[config.mk]
export PLATFORM = sky130hd
export DESIGN_NAME = audio_serial_tx
export DESIGN_NICKNAME = d
export VERILOG_FILES = /design/src/rtl/ast_pkg.sv /design/src/rtl/ast_bclk_div.sv /design/src/rtl/ast_sample_buf.sv /design/src/rtl/ast_frame_seq.sv /design/src/rtl/audio_serial_tx.sv
export SDC_FILE = /design/constraint.sdc
export NUM_CORES = 1
export LEC_CHECK = 0
export ABC_AREA = 1
export BUFFER_PORTS_ARGS = -buffer_cell sky130_fd_sc_hd__buf_2
export CORE_ASPECT_RATIO = 1.1
export CORE_MARGIN = 10
export CORE_UTILIZATION = 60
export DETAILED_ROUTE_END_ITERATION = 6
export PLACE_DENSITY = 0.81
export SLEW_MARGIN = 20
export SYNTH_ARGS = -nofsm -noshare
export SYNTH_HDL_FRONTEND = slang
export SYNTH_SLANG_ARGS = --single-unit
[constraint.sdc]
create_clock -name clk -period 9.1 [get_ports clk]
set_clock_uncertainty 0.2 [all_clocks]
set_input_delay 0.455 -clock clk [delete_from_list [all_inputs] [get_ports clk]]
set_output_delay 0.455 -clock clk [all_outputs]
set_load 0.01 [all_outputs]
[src/rtl/ast_pkg.sv]
package ast_pkg;

    typedef enum logic [1:0] {
        FMT_I2S  = 2'd0,
        FMT_LJ   = 2'd1,
        FMT_PCM  = 2'd2,
        FMT_RSVD = 2'd3
    } fmt_e;

endpackage

[src/rtl/ast_bclk_div.sv]
module ast_bclk_div #(
    parameter int DIV_W = 8
) (
    input  logic             clk,
    input  logic             rst_n,
    input  logic [DIV_W-1:0] cfg_div,
    output logic             bclk,
    output logic             fall
);

    typedef struct packed {
        logic [DIV_W-1:0] cnt;
        logic             bclk;
    } div_state_t;

    div_state_t q, d;
    logic       tick;

    always_comb begin
        d    = q;
        tick = (q.cnt == cfg_div - DIV_W'(1));
        if (tick) begin
            d.cnt  = '0;
            d.bclk = ~q.bclk;
        end else begin
            d.cnt = q.cnt + DIV_W'(1);
        end
    end

    always_ff @(posedge clk or negedge rst_n) begin
        if (!rst_n) q <= '{cnt: '0, bclk: 1'b1};
        else        q <= d;
    end

    assign bclk = q.bclk;
    assign fall = tick & q.bclk;

    // the half-period counter never passes the programmed divide value
    a_r1_cnt_range: assert property (@(posedge clk) disable iff (!rst_n)
        q.cnt < cfg_div);

    // a bit clock level changes only after a full half period
    a_r1_half_period: assert property (@(posedge clk) disable iff (!rst_n)
        !$stable(q.bclk) |-> ($past(q.cnt) == $past(cfg_div) - DIV_W'(1)));

endmodule

[src/rtl/ast_sample_buf.sv]
module ast_sample_buf #(
    parameter int MAX_W = 32
) (
    input  logic             clk,
    input  logic             rst_n,
    input  logic             in_valid,
    output logic             in_ready,
    input  logic [MAX_W-1:0] in_left,
    input  logic [MAX_W-1:0] in_right,
    input  logic             load,
    output logic [MAX_W-1:0] cur_l,
    output logic [MAX_W-1:0] cur_r,
    output logic [MAX_W-1:0] nxt_l,
    output logic             underrun
);

    typedef struct packed {
        logic             pend_v;
        logic [MAX_W-1:0] pend_l;
        logic [MAX_W-1:0] pend_r;
        logic [MAX_W-1:0] cur_l;
        logic [MAX_W-1:0] cur_r;
        logic             under;
    } buf_state_t;

    buf_state_t q, d;

    always_comb begin
        d = q;
        if (load) begin
            if (q.pend_v) begin
                d.cur_l  = q.pend_l;
                d.cur_r  = q.pend_r;
                d.pend_v = 1'b0;
            end else begin
                d.under = 1'b1;
            end
        end
        if (in_valid && !q.pend_v) begin
            d.pend_v = 1'b1;
            d.pend_l = in_left;
            d.pend_r = in_right;
        end
    end

    always_ff @(posedge clk or negedge rst_n) begin
        if (!rst_n) q <= '0;
        else        q <= d;
    end

    assign in_ready = ~q.pend_v;
    assign cur_l    = q.cur_l;
    assign cur_r    = q.cur_r;
    assign nxt_l    = d.cur_l;
    assign underrun = q.under;

    // the underrun flag is sticky
    a_r9_sticky: assert property (@(posedge clk) disable iff (!rst_n)
        q.under |=> q.under);

    // a starved frame keeps the previous pair
    a_r9_repeat: assert property (@(posedge clk) disable iff (!rst_n)
        (load && !q.pend_v) |=> ($stable(q.cur_l) && $stable(q.cur_r)));

    // a waiting pair is held until a frame start consumes it
    a_r8_hold: assert property (@(posedge clk) disable iff (!rst_n)
        (q.pend_v && !load) |=> (q.pend_v && $stable(q.pend_l) && $stable(q.pend_r)));

endmodule

[src/rtl/ast_frame_seq.sv]
module ast_frame_seq
    import ast_pkg::*;
#(
    parameter int MAX_W = 32,
    parameter int IDX_W = 6,
    parameter int POS_W = 7
) (
    input  logic             clk,
    input  logic             rst_n,
    input  logic             fall,
    input  logic [1:0]       cfg_fmt,
    input  logic [IDX_W-1:0] cfg_sample_w,
    input  logic [IDX_W-1:0] cfg_slot_w,
    input  logic             cfg_lsb_first,
    input  logic             cfg_pcm_delay,
    input  logic             cfg_long_sync,
    input  logic             cfg_sync_pol,
    input  logic [MAX_W-1:0] cur_l,
    input  logic [MAX_W-1:0] cur_r,
    input  logic [MAX_W-1:0] nxt_l,
    output logic             load,
    output logic             fsync,
    output logic             sdata
);

    localparam int SEL_W = $clog2(MAX_W);

    typedef struct packed {
        logic             started;
        logic [POS_W-1:0] pos;
        logic             fs;
        logic             sd;
    } seq_state_t;

    seq_state_t q, d;

    logic [POS_W-1:0] slot;
    logic [POS_W-1:0] flen_m1;
    logic [POS_W-1:0] pn;
    logic [POS_W-1:0] off;
    logic [POS_W-1:0] k;
    logic             is_pcm;
    logic             right_half;
    logic             dly;
    logic             prior;
    logic             lsb;
    logic             active;
    logic [MAX_W-1:0] src;

    function automatic logic pick(input logic [MAX_W-1:0] s,
                                  input logic [POS_W-1:0] kk,
                                  input logic [IDX_W-1:0] w,
                                  input logic             lsb_first);
        logic [POS_W-1:0] idx;
        logic [SEL_W-1:0] sel;
        if (kk >= POS_W'(w)) return 1'b0;
        idx = lsb_first ? kk : (POS_W'(w) - POS_W'(1) - kk);
        sel = SEL_W'(idx);
        return s[sel];
    endfunction

    always_comb begin
        d          = q;
        is_pcm     = (cfg_fmt == FMT_PCM);
        slot       = POS_W'(cfg_slot_w);
        flen_m1    = is_pcm ? (slot - POS_W'(1)) : ((slot << 1) - POS_W'(1));
        pn         = (q.started && q.pos != flen_m1) ? (q.pos + POS_W'(1)) : '0;
        load       = fall && (pn == '0);
        right_half = !is_pcm && (pn >= slot);
        off        = right_half ? (pn - slot) : pn;
        dly        = (cfg_fmt == FMT_I2S) ? 1'b1 : (is_pcm ? cfg_pcm_delay : 1'b0);
        lsb        = is_pcm && cfg_lsb_first;
        prior      = dly && (off == '0);
        active     = cfg_long_sync ? (pn < (slot >> 1)) : (pn == '0);

        if (prior) begin
            // last bit of the slot before this one
            src = (!is_pcm && !right_half) ? cur_r : cur_l;
            k   = slot - POS_W'(1);
        end else begin
            src = right_half ? cur_r : ((pn == '0) ? nxt_l : cur_l);
            k   = off - POS_W'(dly);
        end

        if (fall) begin
            d.started = 1'b1;
            d.pos     = pn;
            d.sd      = pick(src, k, cfg_sample_w, lsb);
            case (cfg_fmt)
                FMT_I2S: d.fs = right_half;
                FMT_LJ:  d.fs = !right_half;
                default: d.fs = cfg_sync_pol ? active : !active;
            endcase
        end
    end

    always_ff @(posedge clk or negedge rst_n) begin
        if (!rst_n) q <= '0;
        else        q <= d;
    end

    assign fsync = q.fs;
    assign sdata = q.sd;

    // serial outputs update only on a bit clock fall
    a_r1_fs_on_fall: assert property (@(posedge clk) disable iff (!rst_n)
        !$stable(q.fs) |-> $past(fall));

    a_r1_sd_on_fall: assert property (@(posedge clk) disable iff (!rst_n)
        !$stable(q.sd) |-> $past(fall));

    // in the delayed stereo format frame sync rises only at the right slot start
    a_r2_right_edge: assert property (@(posedge clk) disable iff (!rst_n)
        (cfg_fmt == FMT_I2S && $rose(q.fs)) |-> (q.pos == slot));

    // a short pulse is idle everywhere but bit period 0
    a_r6_short_idle: assert property (@(posedge clk) disable iff (!rst_n)
        (is_pcm && !cfg_long_sync && q.started && q.pos != '0) |-> (q.fs == !cfg_sync_pol));

endmodule

[src/rtl/audio_serial_tx.sv]
module audio_serial_tx #(
    parameter int MAX_W = 32,
    parameter int DIV_W = 8,
    localparam int IDX_W = $clog2(MAX_W + 1),
    localparam int POS_W = $clog2(2 * MAX_W) + 1
) (
    input  logic             clk,
    input  logic             rst_n,
    input  logic [1:0]       cfg_fmt,
    input  logic [IDX_W-1:0] cfg_sample_w,
    input  logic [IDX_W-1:0] cfg_slot_w,
    input  logic             cfg_lsb_first,
    input  logic             cfg_pcm_delay,
    input  logic             cfg_long_sync,
    input  logic             cfg_sync_pol,
    input  logic [DIV_W-1:0] cfg_div,
    input  logic             in_valid,
    output logic             in_ready,
    input  logic [MAX_W-1:0] in_left,
    input  logic [MAX_W-1:0] in_right,
    output logic             bclk,
    output logic             fsync,
    output logic             sdata,
    output logic             underrun
);

    logic             fall;
    logic             load;
    logic [MAX_W-1:0] cur_l;
    logic [MAX_W-1:0] cur_r;
    logic [MAX_W-1:0] nxt_l;

    ast_bclk_div #(.DIV_W(DIV_W)) u_div (
        .clk     (clk),
        .rst_n   (rst_n),
        .cfg_div (cfg_div),
        .bclk    (bclk),
        .fall    (fall)
    );

    ast_sample_buf #(.MAX_W(MAX_W)) u_buf (
        .clk      (clk),
        .rst_n    (rst_n),
        .in_valid (in_valid),
        .in_ready (in_ready),
        .in_left  (in_left),
        .in_right (in_right),
        .load     (load),
        .cur_l    (cur_l),
        .cur_r    (cur_r),
        .nxt_l    (nxt_l),
        .underrun (underrun)
    );

    ast_frame_seq #(.MAX_W(MAX_W), .IDX_W(IDX_W), .POS_W(POS_W)) u_seq (
        .clk           (clk),
        .rst_n         (rst_n),
        .fall          (fall),
        .cfg_fmt       (cfg_fmt),
        .cfg_sample_w  (cfg_sample_w),
        .cfg_slot_w    (cfg_slot_w),
        .cfg_lsb_first (cfg_lsb_first),
        .cfg_pcm_delay (cfg_pcm_delay),
        .cfg_long_sync (cfg_long_sync),
        .cfg_sync_pol  (cfg_sync_pol),
        .cur_l         (cur_l),
        .cur_r         (cur_r),
        .nxt_l         (nxt_l),
        .load          (load),
        .fsync         (fsync),
        .sdata         (sdata)
    );

    // port-level view, data line moves together with a bit clock fall
    a_r1_port_data_fall: assert property (@(posedge clk) disable iff (!rst_n)
        !$stable(sdata) |-> $fell(bclk));

    // a pair accepted with nothing waiting closes the handshake next cycle
    a_r8_ready_drop: assert property (@(posedge clk) disable iff (!rst_n)
        (in_valid && in_ready) |=> !in_ready);

endmodule

**Yosys cells after proc, flatten, opt, wreduce, memory -nomap -nowiden**

Cells that the tools add are included.
Widths: inputs -> output; s select.

- Register bits: 149
- Bits of input ports: 93
- Word-level logic and storage cells: 75

- Add/sub/neg operators: 9
- Magnitude comparators: 4
- Equality and inequality tests: 4
- Mux-type cells: 26
- Bitwise gates (word level): 3
- Reductions and logical operators: 17

Operators with widths:

| operator | count |
|---|---|
| $mux 65 | 2 |
| $mux 32 | 4 |
| $mux 64 | 1 |
| $mux 7 | 4 |
| $ge 7x6->1 | 2 |
| $logic_not 7->1 | 2 |
| $mux 1 | 11 |
| $add 8x1->8 const B | 1 |
| $eq 8x8->1 | 1 |
| $mux 8 | 1 |
| $sub 8x1->8 const B | 1 |
| $add 7x1->7 const B | 1 |
| $logic_and 1x1->1 | 7 |
| $lt 7x5->1 | 1 |
| $ne 7x7->1 | 1 |
| $sub 6x1->7 const B | 1 |
| $sub 7x1->7 | 1 |
| $sub 7x1->7 const B | 1 |
| $sub 7x6->7 | 1 |
| $lt 5x6->1 const B | 1 |
| $bmux 1 s5 | 1 |
| $mux 5 | 1 |
| $sub 5x1->5 const B | 1 |
| $sub 5x5->5 | 1 |
| 9 further kinds | 14 |

**Longest topological paths before layout**

- Word-level depth: 16
- Depth in mapped cells: 46

**Cells and area by module**

From an unflattened synthesis, not the netlist that was laid out.

- Cells, all modules: 1513
- Area total of the unflattened synthesis: 10520.1 um2

Modules (own cells, without submodules):

| module | instances | cells an instance | area an instance (um2) | seq. area each (um2) |
|---|---|---|---|---|
| ast_sample_buf | 1 | 656 | 5834.3 | 3253.1 |
| ast_frame_seq | 1 | 741 | 3928.8 | 250.2 |
| ast_bclk_div | 1 | 116 | 757.0 | 226.5 |

**Worst setup path after synthesis**

Ideal clock, no wire load.

- Path kind: input to register
- From: in cfg_slot_w[0]
- To: reg u_seq.q (netlist bit u_seq.sdata)
- Arrival time: 5178 ps
- Data required time: 8783 ps
- Setup slack: 3605 ps
- Cell stages on the path: 42
- Path buffers: 1
- Cells stage by stage: inv_1 ha_1 nand2_1 nor2_1 nand2_1 and2_1 nand2_1 a21oi_1 nor2_1 nand2_1 nand2_1 inv_2 nand2_1 inv_1 ha_1 a21oi_1 o21ai_1 nand2_1 [6 not listed] buf_6 nand2_1 nand2_1 nand3_2 nor2_8 nand3_1 nand2_1 ha_1 inv_1 fa_1 nor2_1 o21a_1 nor2_1 xor2_1 o21ai_0 nand3_1 nand3_1 nand2_1

- Longest elaborated chain between the ends: 16
- Elaborated cells between the ends (all ways): 31

RTL lines:

| element | line | RTL |
|---|---|---|
| start, declared | audio_serial_tx.sv:11 | `input logic [IDX_W-1:0] cfg_slot_w,` |
| $sub 7x1->7 or $sub 6x1->7 (tied branches) | ast_frame_seq.sv:66 | `flen_m1 = is_pcm ? (slot - POS_W'(1)) : ((slot << 1) - POS_W'(1));` |
| $mux 7 * | ast_frame_seq.sv:66 |  |
| $ne 7x7->1 * | ast_frame_seq.sv:67 | `pn = (q.started && q.pos != flen_m1) ? (q.pos + POS_W'(1)) : '0;` |
| $logic_and 1x1->1 * | ast_frame_seq.sv:67 |  |
| $mux 7 * | ast_frame_seq.sv:67 |  |
| net u_seq.pn[2] | ast_frame_seq.sv:39 | `logic [POS_W-1:0] pn;` |
| parallel branches: the longest is 10 deep, another holds $ge 7x6->1 | -- |  |
| $mux 1 * | ast_frame_seq.sv:57 | `idx = lsb_first ? kk : (POS_W'(w) - POS_W'(1) - kk);` |
| end signal, assigned | ast_frame_seq.sv:98 | `if (!rst_n) q <= '0;` |
| end signal, assigned | ast_frame_seq.sv:99 | `else q <= d;` |
| end, declared | ast_frame_seq.sv:35 | `seq_state_t q, d;` |

Mark *: on every way through the listed nets, which the timed path passes. The select of a mux whose other input is x is not followed.
A chain may end at the register's enable or synchronous reset.

**Worst setup path after layout**

Ends and elaborated chain as after synthesis.

==> results.toml <==
[sta]
setup_viol = 0
rsz0062_at_grt = "no"
fin_crit_sh = 0.824
period_needed_ns = 7.50
hold_viol_final = 0
setup_tns_ns = 0
fmax_mhz = 133
worstMarginPinSlew_ns = 1.12
setup_slack_ns = 1.60
holdWs_ns = 0.0507
slew-limit-headroom = 0.254
drv_slew = 0

[setup_path]
crit_top_cell = "nand2_1"
critPathLaunchType = "input pin"
slowest_delay_ns = 0.62
crit_type = "input pin to flip-flop"
cp.required_ns = 9.27
cp-end-kind = "flip-flop"
slowest_stage = "a2111oi_0"
worstPathArrival_ns = 7.67
critPathMaxFanout = 59

[route]
drc = 0
viasPerCell = 5.54
firstDrtPassIters = 6
antenna_left = 0
wl_mm = 23.8
wire_per_inst_microns = 16.1
num_vias = 8165
drt_iter0_markers = 608

[synth]
ys_warn_count = 0
postSynthCellCount = 1196
ys_top_cells_by_area = "dfrtp_1 (40%), nand2_1 (17%), mux2_2 (7.8%), nand3_1 (5.4%), inv_1 (4.0%)"
postSynthAreaPerCell_sq_um = 7.72
synth_top_area_cell = "dfrtp_1"
syn_area_sq_mm = 0.00924
yosysUniqueCellTypes = 43
async_flop_share = 1.00
synth_compound_area_frac = 0.0938
yosys.area_share.simple = 0.289
synth_xor_area_frac = 0.0275
synth_top_family_by_area = "simple AND/OR/NAND/NOR gates"
synth_top_cell_area_share = 0.401
synthAdderAreaFrac = 0.0382
ys.flop_type = "dfrtp_1"
synth_nets = 1316
synthMuxAreaShare = 0.0780
synth_seq_cells = 149
synth_edf_count = 0
ys_seq_area_frac = 0.404

[cts]
cts.root.buffer_cell = "clkbuf_16"
htreeDepth = 4
cts_setup_buffers = 0
post_cts_resized = 0
cts_tree = "yes"
cts.sinks = 149
clkSlewWorstSetupHoldPaths_ns = 0.06
cts_made_buffers = 17
hold_buffers = 1
clockBufferDepth = 2
insertion_delay_ns = 0.43

[floorplanning]
core_sq_mm = 0.0151
initial_core_util = 0.613
die-width_microns = 138
dieArea_sq_mm = 0.0208
rows = 47
die_h_microns = 150
pin_count = 98

[final_layout]
layout_commonest_cell = "nand2_1"
layout.nets = 1387
n_antenna_cell = 0
final_cell_mix = "nand2_1 (415), dfrtp_1 (147), nand3_1 (100)"
layout-drive-gt1-share = 0.190
n_fill_cell = 1275
syn_to_final_growth_pct = 12.4
final_util = 0.689
multi_input_area_sq_mm = 0.00487
final-seq-area_sq_mm = 0.00373

[global_route]
antenna_found_initial = 0
grt_pass1_vias = 8062
grt_start_max_net_pins = 78
grt_pass1_wl_mm = 39.0
grt_usage = 0.227
grt_overflow_total = 0

[flow_run]
drv_cap = 0

[place]
dp_worst_setup_slack_ns = 1.34
io_buffers = 97
hpwl_mm = 17.1
place.gp.congestion = 0.959

[hold_path]
hold_class = "input pin to flip-flop"

[outcome]
run_status = "finished, final reports clean"

[pwr]
powerDensity_mw_per_mm2 = 232
p_leak_nw = 5.70
vdd_ir_drop_max_uv = 133
## flip-flops by register name, indices dropped and copies added (netlist names), 8 cells and up
signal       cells
u_buf.cur_r     32
u_buf.cur_l     32
u_seq.q          8
u_buf.q         65
u_div.q          8
## per-layer routing
| layer | share of wire | track usage | vias up |
|---|---|---|---|
| li1 | - | - | 4017 |
| met1 | 0.41 | 0.261 | 3856 |
| met2 | 0.51 | 0.405 | 242 |
| met3 | 0.045 | 0.0428 | 50 |
| met4 | 0.033 | 0.101 | 0 |
| met5 | 0 | 0 | - |
## synthesized netlist by cell type (2+ instances only)
| cell | count |
|---|---|
| o21ai_0 | 38 |
| xor2_1 | 18 |
| nand4_1 | 9 |
| nand2_2 | 6 |
| mux2_2 | 64 |
| o211ai_1 | 8 |
| o21ai_2 | 3 |
| buf_1 | 3 |
| nand2_1 | 417 |
| a21oi_1 | 47 |
| o2111ai_1 | 7 |
| buf_2 | 10 |
| nor3_1 | 6 |
| nand3_1 | 100 |
| xnor2_1 | 11 |
| o21ai_1 | 15 |
| inv_2 | 8 |
| clkbuf_1 | 34 |
| nand3_2 | 2 |
| dfrtp_1 | 148 |
| ha_1 | 25 |
| inv_1 | 98 |
| nor2_1 | 71 |
| o211ai_2 | 12 |
| fa_1 | 2 |
| nand3b_1 | 8 |
| or2_2 | 2 |
| nand2_4 | 4 |
| nor2_8 | 2 |
| buf_6 | 5 |
## path summary, 6_finish.rpt
kind | startpoint | to | slack, ns | depth (start not counted)
setup / recovery | cfg_slot_w[0] | u_seq.sdata | 1.60 | 45
hold / removal | in_right[4] | u_buf.q[69] | 0.05 | 2
setup reg to reg | u_seq.q[2] | u_seq.sdata | 1.95 | 41
hold reg to reg | u_buf.underrun | u_buf.underrun | 0.29 | 1
max in group asynchronous | rst_n | u_buf.cur_l[24] | 6.83 | 3
min in group asynchronous | rst_n | u_div.q[2] | 0.42 | 2
## worst max-delay path, delay by kind of cell
family / cells / cell delay, ns
and+or+nand+nor: 27 / 3.79
adders and majority gates: 3 / 0.81
AOI/OAI and AO/OA: 8 / 1.61
buffers and inverters: 7 / 0.97
## area by class of cell
class,instances,share of cell area
Clock buffer,21,0.0453
Clock inverter,10,0.0117
Inverter,106,0.0383
Multi-Input combinational cell,889,0.469
Sequential cell,149,0.359
Tap cell,196,0.0236
Timing Repair Buffer,104,0.0527
## per-stage QoR
step                instance area (sq um)  power, mW  std cells
CTS                                 10400       2.41       1475
detailed placement                   9780       1.69       1443
global route                        10400       2.57       1475
finish                              10400       2.41       1475
floorplan                            9240       1.49       1196
global placement                     9780       1.68       1443
## where the power goes
group | internal [mW] | total, mW | switching [mW]
Combinational | 0.318 | 0.884 | 0.566
Sequential | 0.753 | 0.813 | 0.0597
Clock | 0.426 | 0.711 | 0.286
## logic make-up (layout without fill, tap and decap cells)
| logic type | Yosys count | in the layout |
|---|---|---|
| multiplexers | 64 | 64 |
| flip-flops | 149 | 149 |
| AO/OA/AOI/OAI | 139 | 139 |
| adder cells (fa/ha/maj) | 27 | 27 |
| buffers and inverters | 158 | 241 |
| AND/OR/NAND/NOR | 630 | 630 |
| XOR/XNOR | 29 | 29 |
(Power assumes the default switching activity.)
